`src/rtl/regbank_pkg.sv`:
```
package regbank_pkg;
   localparam int ADDR_W = 7;
   localparam int DATA_W = 8;
   localparam logic [ADDR_W-1:0] SEL_ADDR = 7'h7F;
   localparam logic [ADDR_W-1:0] KEY_ADDR = 7'h7E;

   typedef enum logic [1:0] {
      PG_CTRL = 2'd0,
      PG_RX   = 2'd1,
      PG_TX   = 2'd2,
      PG_TEST = 2'd3
   } page_e;

   typedef enum logic [1:0] {
      LK_IDLE  = 2'd0,
      LK_FIRST = 2'd1,
      LK_OPEN  = 2'd2
   } lock_e;
endpackage

```
`src/rtl/regbank_unlock.sv`:
```
module regbank_unlock
   import regbank_pkg::*;
#(
   parameter logic [DATA_W-1:0] KEY_FIRST  = 8'hA5,
   parameter logic [DATA_W-1:0] KEY_SECOND = 8'h5A
) (
   input  logic              clk,
   input  logic              rst_n,
   input  logic              any_wr,
   input  logic              key_wr,
   input  logic [DATA_W-1:0] wdata,
   output logic              unlocked_o
);
   lock_e state_q, state_d;

   always_comb begin
      state_d = state_q;
      if (any_wr && state_q != LK_OPEN) begin
         if (key_wr && state_q == LK_IDLE && wdata == KEY_FIRST)
            state_d = LK_FIRST;
         else if (key_wr && state_q == LK_FIRST && wdata == KEY_SECOND)
            state_d = LK_OPEN;
         else
            state_d = LK_IDLE;
      end
   end

   always_ff @(posedge clk) begin
      if (!rst_n) state_q <= LK_IDLE;
      else        state_q <= state_d;
   end

   assign unlocked_o = (state_q == LK_OPEN);

   // once open, stays open
   assert_unlock_sticky_R8: assert property (@(posedge clk) disable iff (!rst_n)
      unlocked_o |=> unlocked_o);

   // opening only follows a key write carrying the second key byte
   assert_unlock_cause_R8: assert property (@(posedge clk) disable iff (!rst_n)
      (!unlocked_o ##1 unlocked_o) |-> $past(key_wr && wdata == KEY_SECOND));
endmodule

```
`src/rtl/regbank_store.sv`:
```
module regbank_store
   import regbank_pkg::*;
#(
   parameter int N        = 4,
   parameter bit HOST_WR  = 1'b1,
   parameter bit DEV_LOAD = 1'b0,
   localparam int IW = (N > 1) ? $clog2(N) : 1
) (
   input  logic              clk,
   input  logic              rst_n,
   input  logic              wr_en,
   input  logic [IW-1:0]     wr_idx,
   input  logic [DATA_W-1:0] wr_data,
   input  logic              load_en,
   input  logic [N*DATA_W-1:0] load_bytes,
   output logic [N*DATA_W-1:0] bytes_o
);
   if (N < 1) begin : g_bad_n
      $error("regbank_store: N must be at least 1");
   end

   for (genvar i = 0; i < N; i++) begin : g_byte
      logic [DATA_W-1:0] b_q;
      always_ff @(posedge clk) begin
         if (!rst_n)
            b_q <= '0;
         else if (DEV_LOAD && load_en)
            b_q <= load_bytes[i*DATA_W +: DATA_W];
         else if (HOST_WR && wr_en && wr_idx == IW'(i))
            b_q <= wr_data;
      end
      assign bytes_o[i*DATA_W +: DATA_W] = b_q;
   end

   if (DEV_LOAD && !HOST_WR) begin : g_rx_chk
      // a device-loaded, host-read-only buffer moves only on the load strobe
      assert_rx_hold_R6: assert property (@(posedge clk) disable iff (!rst_n)
         !load_en |=> $stable(bytes_o));
   end
endmodule

```
`src/rtl/paged_regbank.sv`:
```
module paged_regbank
   import regbank_pkg::*;
#(
   parameter int CS_BYTES   = 24,
   parameter int USR_BYTES  = 24,
   parameter int CTRL_LAST  = 8'h33,
   parameter int TEST_BYTES = 4,
   parameter logic [7:0] KEY_FIRST  = 8'hA5,
   parameter logic [7:0] KEY_SECOND = 8'h5A,
   localparam int BUF_BYTES = CS_BYTES + USR_BYTES,
   localparam int BIW = $clog2(BUF_BYTES)
) (
   input  logic                      clk,
   input  logic                      rst_n,
   input  logic [ADDR_W-1:0]         host_addr,
   input  logic [DATA_W-1:0]         host_wdata,
   input  logic                      host_wr,
   input  logic                      host_rd,
   output logic [DATA_W-1:0]         host_rdata,
   input  logic                      dev_rx_load,
   input  logic [BUF_BYTES*DATA_W-1:0] dev_rx_bytes,
   input  logic [BIW-1:0]            dev_tx_idx,
   output logic [DATA_W-1:0]         dev_tx_byte
);
   localparam int CIW = $clog2(CTRL_LAST);
   localparam int TIW = (TEST_BYTES > 1) ? $clog2(TEST_BYTES) : 1;

   if (CTRL_LAST < 2 || CTRL_LAST >= int'(KEY_ADDR)) begin : g_bad_ctrl
      $error("paged_regbank: CTRL_LAST out of range");
   end
   if (BUF_BYTES < 2 || BUF_BYTES > int'(KEY_ADDR)) begin : g_bad_buf
      $error("paged_regbank: buffer size out of range");
   end
   if (TEST_BYTES < 1 || TEST_BYTES > int'(KEY_ADDR)) begin : g_bad_test
      $error("paged_regbank: TEST_BYTES out of range");
   end
   if (KEY_FIRST == KEY_SECOND) begin : g_bad_key
      $error("paged_regbank: unlock key bytes must differ");
   end

   page_e page_q;
   logic  unlocked;

   logic sel_hit;
   logic ctrl_hit, buf_hit, test_hit;
   logic [ADDR_W-1:0] ctrl_off;
   assign sel_hit  = (host_addr == SEL_ADDR);
   assign ctrl_off = host_addr - ADDR_W'(1);
   assign ctrl_hit = (host_addr != '0) && (host_addr <= ADDR_W'(CTRL_LAST));
   assign buf_hit  = (host_addr < ADDR_W'(BUF_BYTES));
   assign test_hit = unlocked && (host_addr < ADDR_W'(TEST_BYTES));

   // page register
   always_ff @(posedge clk) begin
      if (!rst_n)                 page_q <= PG_CTRL;
      else if (host_wr && sel_hit) page_q <= page_e'(host_wdata[1:0]);
   end

   regbank_unlock #(.KEY_FIRST(KEY_FIRST), .KEY_SECOND(KEY_SECOND)) u_unlock (
      .clk        (clk),
      .rst_n      (rst_n),
      .any_wr     (host_wr),
      .key_wr     (host_wr && page_q == PG_CTRL && host_addr == KEY_ADDR),
      .wdata      (host_wdata),
      .unlocked_o (unlocked)
   );

   logic [CTRL_LAST*DATA_W-1:0]  ctrl_q;
   logic [BUF_BYTES*DATA_W-1:0]  rx_q, tx_q;
   logic [TEST_BYTES*DATA_W-1:0] test_q;

   regbank_store #(.N(CTRL_LAST), .HOST_WR(1'b1), .DEV_LOAD(1'b0)) u_ctrl (
      .clk(clk), .rst_n(rst_n),
      .wr_en(host_wr && page_q == PG_CTRL && ctrl_hit),
      .wr_idx(CIW'(ctrl_off)), .wr_data(host_wdata),
      .load_en(1'b0), .load_bytes('0), .bytes_o(ctrl_q));

   regbank_store #(.N(BUF_BYTES), .HOST_WR(1'b0), .DEV_LOAD(1'b1)) u_rx (
      .clk(clk), .rst_n(rst_n),
      .wr_en(1'b0), .wr_idx(BIW'(host_addr)), .wr_data(host_wdata),
      .load_en(dev_rx_load), .load_bytes(dev_rx_bytes), .bytes_o(rx_q));

   regbank_store #(.N(BUF_BYTES), .HOST_WR(1'b1), .DEV_LOAD(1'b0)) u_tx (
      .clk(clk), .rst_n(rst_n),
      .wr_en(host_wr && page_q == PG_TX && buf_hit),
      .wr_idx(BIW'(host_addr)), .wr_data(host_wdata),
      .load_en(1'b0), .load_bytes('0), .bytes_o(tx_q));

   regbank_store #(.N(TEST_BYTES), .HOST_WR(1'b1), .DEV_LOAD(1'b0)) u_test (
      .clk(clk), .rst_n(rst_n),
      .wr_en(host_wr && page_q == PG_TEST && test_hit),
      .wr_idx(TIW'(host_addr)), .wr_data(host_wdata),
      .load_en(1'b0), .load_bytes('0), .bytes_o(test_q));

   // host read selection
   logic [DATA_W-1:0] rd_mux;
   always_comb begin
      rd_mux = '0;
      if (sel_hit) begin
         rd_mux = DATA_W'(page_q);
      end else begin
         unique case (page_q)
            PG_CTRL: if (ctrl_hit) rd_mux = ctrl_q[CIW'(ctrl_off)*DATA_W +: DATA_W];
            PG_RX:   if (buf_hit)  rd_mux = rx_q[BIW'(host_addr)*DATA_W +: DATA_W];
            PG_TX:   if (buf_hit)  rd_mux = tx_q[BIW'(host_addr)*DATA_W +: DATA_W];
            PG_TEST: if (test_hit) rd_mux = test_q[TIW'(host_addr)*DATA_W +: DATA_W];
            default: rd_mux = '0;
         endcase
      end
   end

   always_ff @(posedge clk) begin
      if (!rst_n)       host_rdata <= '0;
      else if (host_rd) host_rdata <= rd_mux;
   end

   assign dev_tx_byte = (dev_tx_idx < BIW'(BUF_BYTES)) ?
                        tx_q[dev_tx_idx*DATA_W +: DATA_W] : '0;

   // the page register takes the low two bits of a select write
   assert_page_load_R1: assert property (@(posedge clk) disable iff (!rst_n)
      (host_wr && sel_hit) |=> (page_q == page_e'($past(host_wdata[1:0]))));

   // read data holds between read strobes
   assert_rdata_hold_R3: assert property (@(posedge clk) disable iff (!rst_n)
      !host_rd |=> $stable(host_rdata));

   // locked test page reads zero away from the select address
   assert_locked_zero_R9: assert property (@(posedge clk) disable iff (!rst_n)
      (host_rd && page_q == PG_TEST && !unlocked && !sel_hit) |=> host_rdata == '0);

   // reserved page-0 addresses read zero
   assert_reserved_zero_R4: assert property (@(posedge clk) disable iff (!rst_n)
      (host_rd && page_q == PG_CTRL && !ctrl_hit && !sel_hit) |=> host_rdata == '0);
endmodule

```
`config.mk`:
```
export PLATFORM = sky130hd
export DESIGN_NAME = paged_regbank
export DESIGN_NICKNAME = d
export VERILOG_FILES = /design/src/rtl/regbank_pkg.sv /design/src/rtl/regbank_unlock.sv /design/src/rtl/regbank_store.sv /design/src/rtl/paged_regbank.sv
export SDC_FILE = /design/constraint.sdc
export NUM_CORES = 2
export LEC_CHECK = 0
export ABC_CLOCK_PERIOD_IN_PS = 5500
export BUFFER_PORTS_ARGS = -buffer_cell sky130_fd_sc_hd__buf_2
export CORE_MARGIN = 2
export CORE_UTILIZATION = 40
export CTS_CLUSTER_DIAMETER = 150
export DETAILED_ROUTE_END_ITERATION = 8
export MAX_ROUTING_LAYER = met4
export PLACE_DENSITY = 0.62
export SYNTH_ARGS = -nofsm -noshare
export SYNTH_HDL_FRONTEND = slang
export SYNTH_SLANG_ARGS = --single-unit
```
`constraint.sdc`:
```
create_clock -name clk -period 5.5 [get_ports clk]
set_input_delay 1.375 -clock clk [delete_from_list [all_inputs] [get_ports clk]]
set_output_delay 1.375 -clock clk [all_outputs]
set_load 0.005 [all_outputs]
```
==> impl_results.md <==
- Core Area: 0.1494 mm2
- Die area: 0.1533 mm2
- Mux contribution to synthesized area: 0.3370
- Global-route wire length before repair: 277.0 mm
- Status: complete, no violations
- CTS resizes: 0
- Final GP Congestion: 0.8893
- RSZ-0062 raised after global routing: false
- Sum Neg Setup Slack: 0 ns
- Vias per cell: 5.555
- FP Rows: 142
- GRT Total Usage: 0.2453
- Req. time, crit path: 4.12 ns
- CP Launch Type: input pin
- Critical Path Max Stage Delay: 0.55 ns
- Post-synth cell types: 73
- Pre-antenna DRT Iters: 6
- Syn_nets: 5758
- CTS Buf Count: 139
- Crit path max fanout: 24
- Tcrit/Tclk final: 0.9371
- Flops & latches, synth: 1220
- Fmax: 0.1940 GHz
- Starting DRC count in detailed routing: 3833
- Setup Buffers After CTS: 0
- Min-delay worst type: reg -> reg
- Post-CTS Hold Buffers: 0
- Clock latency on the worst-skew pair: 0.78 ns
- Gr ovfl total: 0
- FF-to-FF path depth: 7
- XOR/XNOR share of the synthesized area: 0.0009999
- Cell seen most often among critical-path stages: mux4_2
- Initial antenna violation count: 48
- Ports: 426
- Fill count: 13810
- Area leader, netlist: dfxtp_1
- Fin nets: 5974
- Largest family of logic cells by synthesized area: multiplexers
- RR Endpoint: u_tx.g_byte[47].b_q[6]
- CTS tree: yes
- Die X-Extent: 391.5 um
- Root Buffer: clkbuf_16
- Crit Reg-Reg Startpoint: page_q[1]
- Area Growth Syn to Fin: 14.65%
- FFs w/ async S/R, synth: 0
- Share of the synthesized area in the top cell type: 0.4066
- Seq/Total Area, Yosys: 0.4066
- R2r setup slk: 1.70 ns
- Peak supply drop: 0.2674 mV
- Final Power: 20.33 mW
- Final Setup Violations: 0
- YS warnings: 0
- Simple-gate share of the synthesized area: 0.1574
- Worst hold endpoint: u_ctrl.g_byte[26].b_q[5]
- Complex-gate fraction of the synthesized area: 0.06277
- Worst slew margin relative to its limit: 0.2540
- Placed inst area: 0.06414 mm2
- Layout Utilization: 0.4609
- Starting Density: 0.4020
- Htree depth: 4
- Mapped Cells: 5343
- Die height: 391.5 um
- Clock Skews: 0.03948 ns
- Synth top area cells: dfxtp_1 (41%), mux4_2 (17%), mux2i_1 (17%)
- CTS Sinks: 1220
- Worst Path Arrival: 3.78 ns
- Mapped Area: 0.06006 mm2
- Count of final max-slew check failures: 0
- Via count: 42895
- Max_cap viols: 0
- Dominant synthesized flop cell: dfxtp_1
- Post-synthesis area per instance: 11.24 um2
- Worst Path Buf+Inv: 3
- P_leak: 24.81 nW
- Share of cells above drive strength 1: 0.2323
- Final ANT Viol Nets: 0
- Post-layout min period: 5.154 ns
- Drt wl/cell: 23.90 um
- Crit path capture type: output pin
- Port Buffers: 425
- Final Cell Area: 0.06886 mm2
- Slew @ Worst Pin: 1.119 ns
- Crit-path cells: buf_6, buf_4, mux4_2, mux4_2, mux2i_1, o22ai_1, buf_2
- Max Root-Sink Buffers: 3
- Pwr/cell area: 295.3 mW/mm2
- Min-delay src: u_ctrl.g_byte[26].b_q[5]
- Hold Fails Final Rpt: 0
- Post-synth EDFFs: 0
- Drt drc: 0
- Slowest-stage cell, CP: mux4_2
- Crit Path Class: in -> out
- Largest net degree at the start of global routing: 248
- WL final: 184.6 mm
- Number of global-route vias before repair: 42615
- Family with the most delay on the worst path: multiplexers
- Post-Synth Adder-Cell Area: 0.001042
- Worst hold path depth: 2
- Final HPWL DP: 123.8 mm
- Worst-path clk slew: 0.05 ns
## flip-flops by register name, indices dropped and copies added, names as in the netlist
signal             flops
host_rdata             8
u_ctrl.g_byte.b_q    408
u_tx.g_byte.b_q      384
u_rx.g_byte.b_q      384
u_test.g_byte.b_q     32
page_q                 2
u_unlock.state_q       2
## cell usage in the layout (no fill, tap or decap), types with 13 or more instances in the layout
cell type	count
o21ai_0	192
nor3_4	17
clkbuf_16	141
nor4_4	21
diode_2	44
a21boi_0	240
buf_2	409
nor2b_1	978
dfxtp_1	1220
inv_1	13
mux2i_1	995
a22oi_1	39
nand2_1	333
clkbuf_8	24
clkinv_2	22
clkbuf_1	32
buf_12	17
mux4_2	455
nand3_1	107
a21oi_1	46
buf_4	131
nor2_1	44
## power breakdown
| group | switching [mW] | leakage (nW) | total (mW) | internal, mW |
|---|---|---|---|---|
| sequential | 0.0968 | 9.90 | 9.11 | 9.02 |
| clock | 3.89 | 2.26 | 9.43 | 5.53 |
| combinational | 1.02 | 12.6 | 1.79 | 0.773 |
| total | 5.01 | 24.8 | 20.3 | 15.3 |
## worst max-delay path by stage
stage | startpoint | end | slack [ns] | depth (start not counted)
final | dev_tx_idx[0] | dev_tx_byte[5] | 0.35 | 7
after global routing | dev_tx_idx[0] | dev_tx_byte[5] | 0.29 | 7
after CTS | dev_tx_idx[0] | dev_tx_byte[5] | 0.37 | 7
after detailed placement | dev_tx_idx[0] | dev_tx_byte[5] | 0.37 | 7
after global placement | dev_tx_idx[0] | dev_tx_byte[5] | 0.42 | 7
after floorplan | host_addr[0] | host_rdata[4] | 0.04 | 17
## worst min-delay path, delay by kind of cell (launching register included)
family	cells	cell delay (ns)
compound gates	1	0.06
flops	1	0.31
simple gates	1	0.05
## synth_stat cells (8+ instances only)
library cell  instances
o21ai_0             192
nor2_1               44
nor3_4               16
a22oi_1              39
mux2i_1             995
a21oi_1              46
buf_2                61
mux4_2              455
nor4_4               21
nor3_1               13
nor2b_1             980
nand2b_1              8
buf_4                21
inv_1                13
dfxtp_1            1220
o22ai_1              10
nor2_8                8
nand2_1             333
a21boi_0            240
nor2_2               11
clkbuf_1            323
nand3_1             110
buf_1                79
## metrics by stage
stage / cells / hold WS, ns / setup WS (ns)
global placement: 7434 / 0.4475 / 0.4164
CTS: 7678 / 0.4650 / 0.3679
finish: 7722 / 0.4643 / 0.3459
detailed placement: 7434 / 0.4574 / 0.3678
global route: 7719 / 0.4879 / 0.2927
floorplan: 5343 / 0.4402 / 0.04433
## metal layers
layer	GRT usage	routed length, um
met5	-	0
met3	0.05901	15410
met1	0.3157	78190
met2	0.3720	84130
met4	0.09624	6841
## logic make-up (layout without fill, tap and decap cells)
kind of cell               count (synthesis)  after routing
DFF                                     1220           1220
AOI/OAI and AO/OA                        576            576
xor gates and xnor gates                   6              6
muxes                                   1453           1453
other                                      0             44
adders and majority gates                  5              5
buffers and inverters                    501            820
and+or+nand+nor                         1582           1582
## area by class of cell
cell class,instances,area [um2],area share
multi-input combinational,3622,33700,0.4893
sequential,1220,24420,0.3547
clock buffer,197,3979,0.05778
timing repair buffer,562,3442,0.04998
tap,2016,2522,0.03663
clock inverter,47,636.9,0.009248
antenna,44,110.1,0.001599
inverter,14,52.55,0.0007631
(Power assumes the default switching activity.)
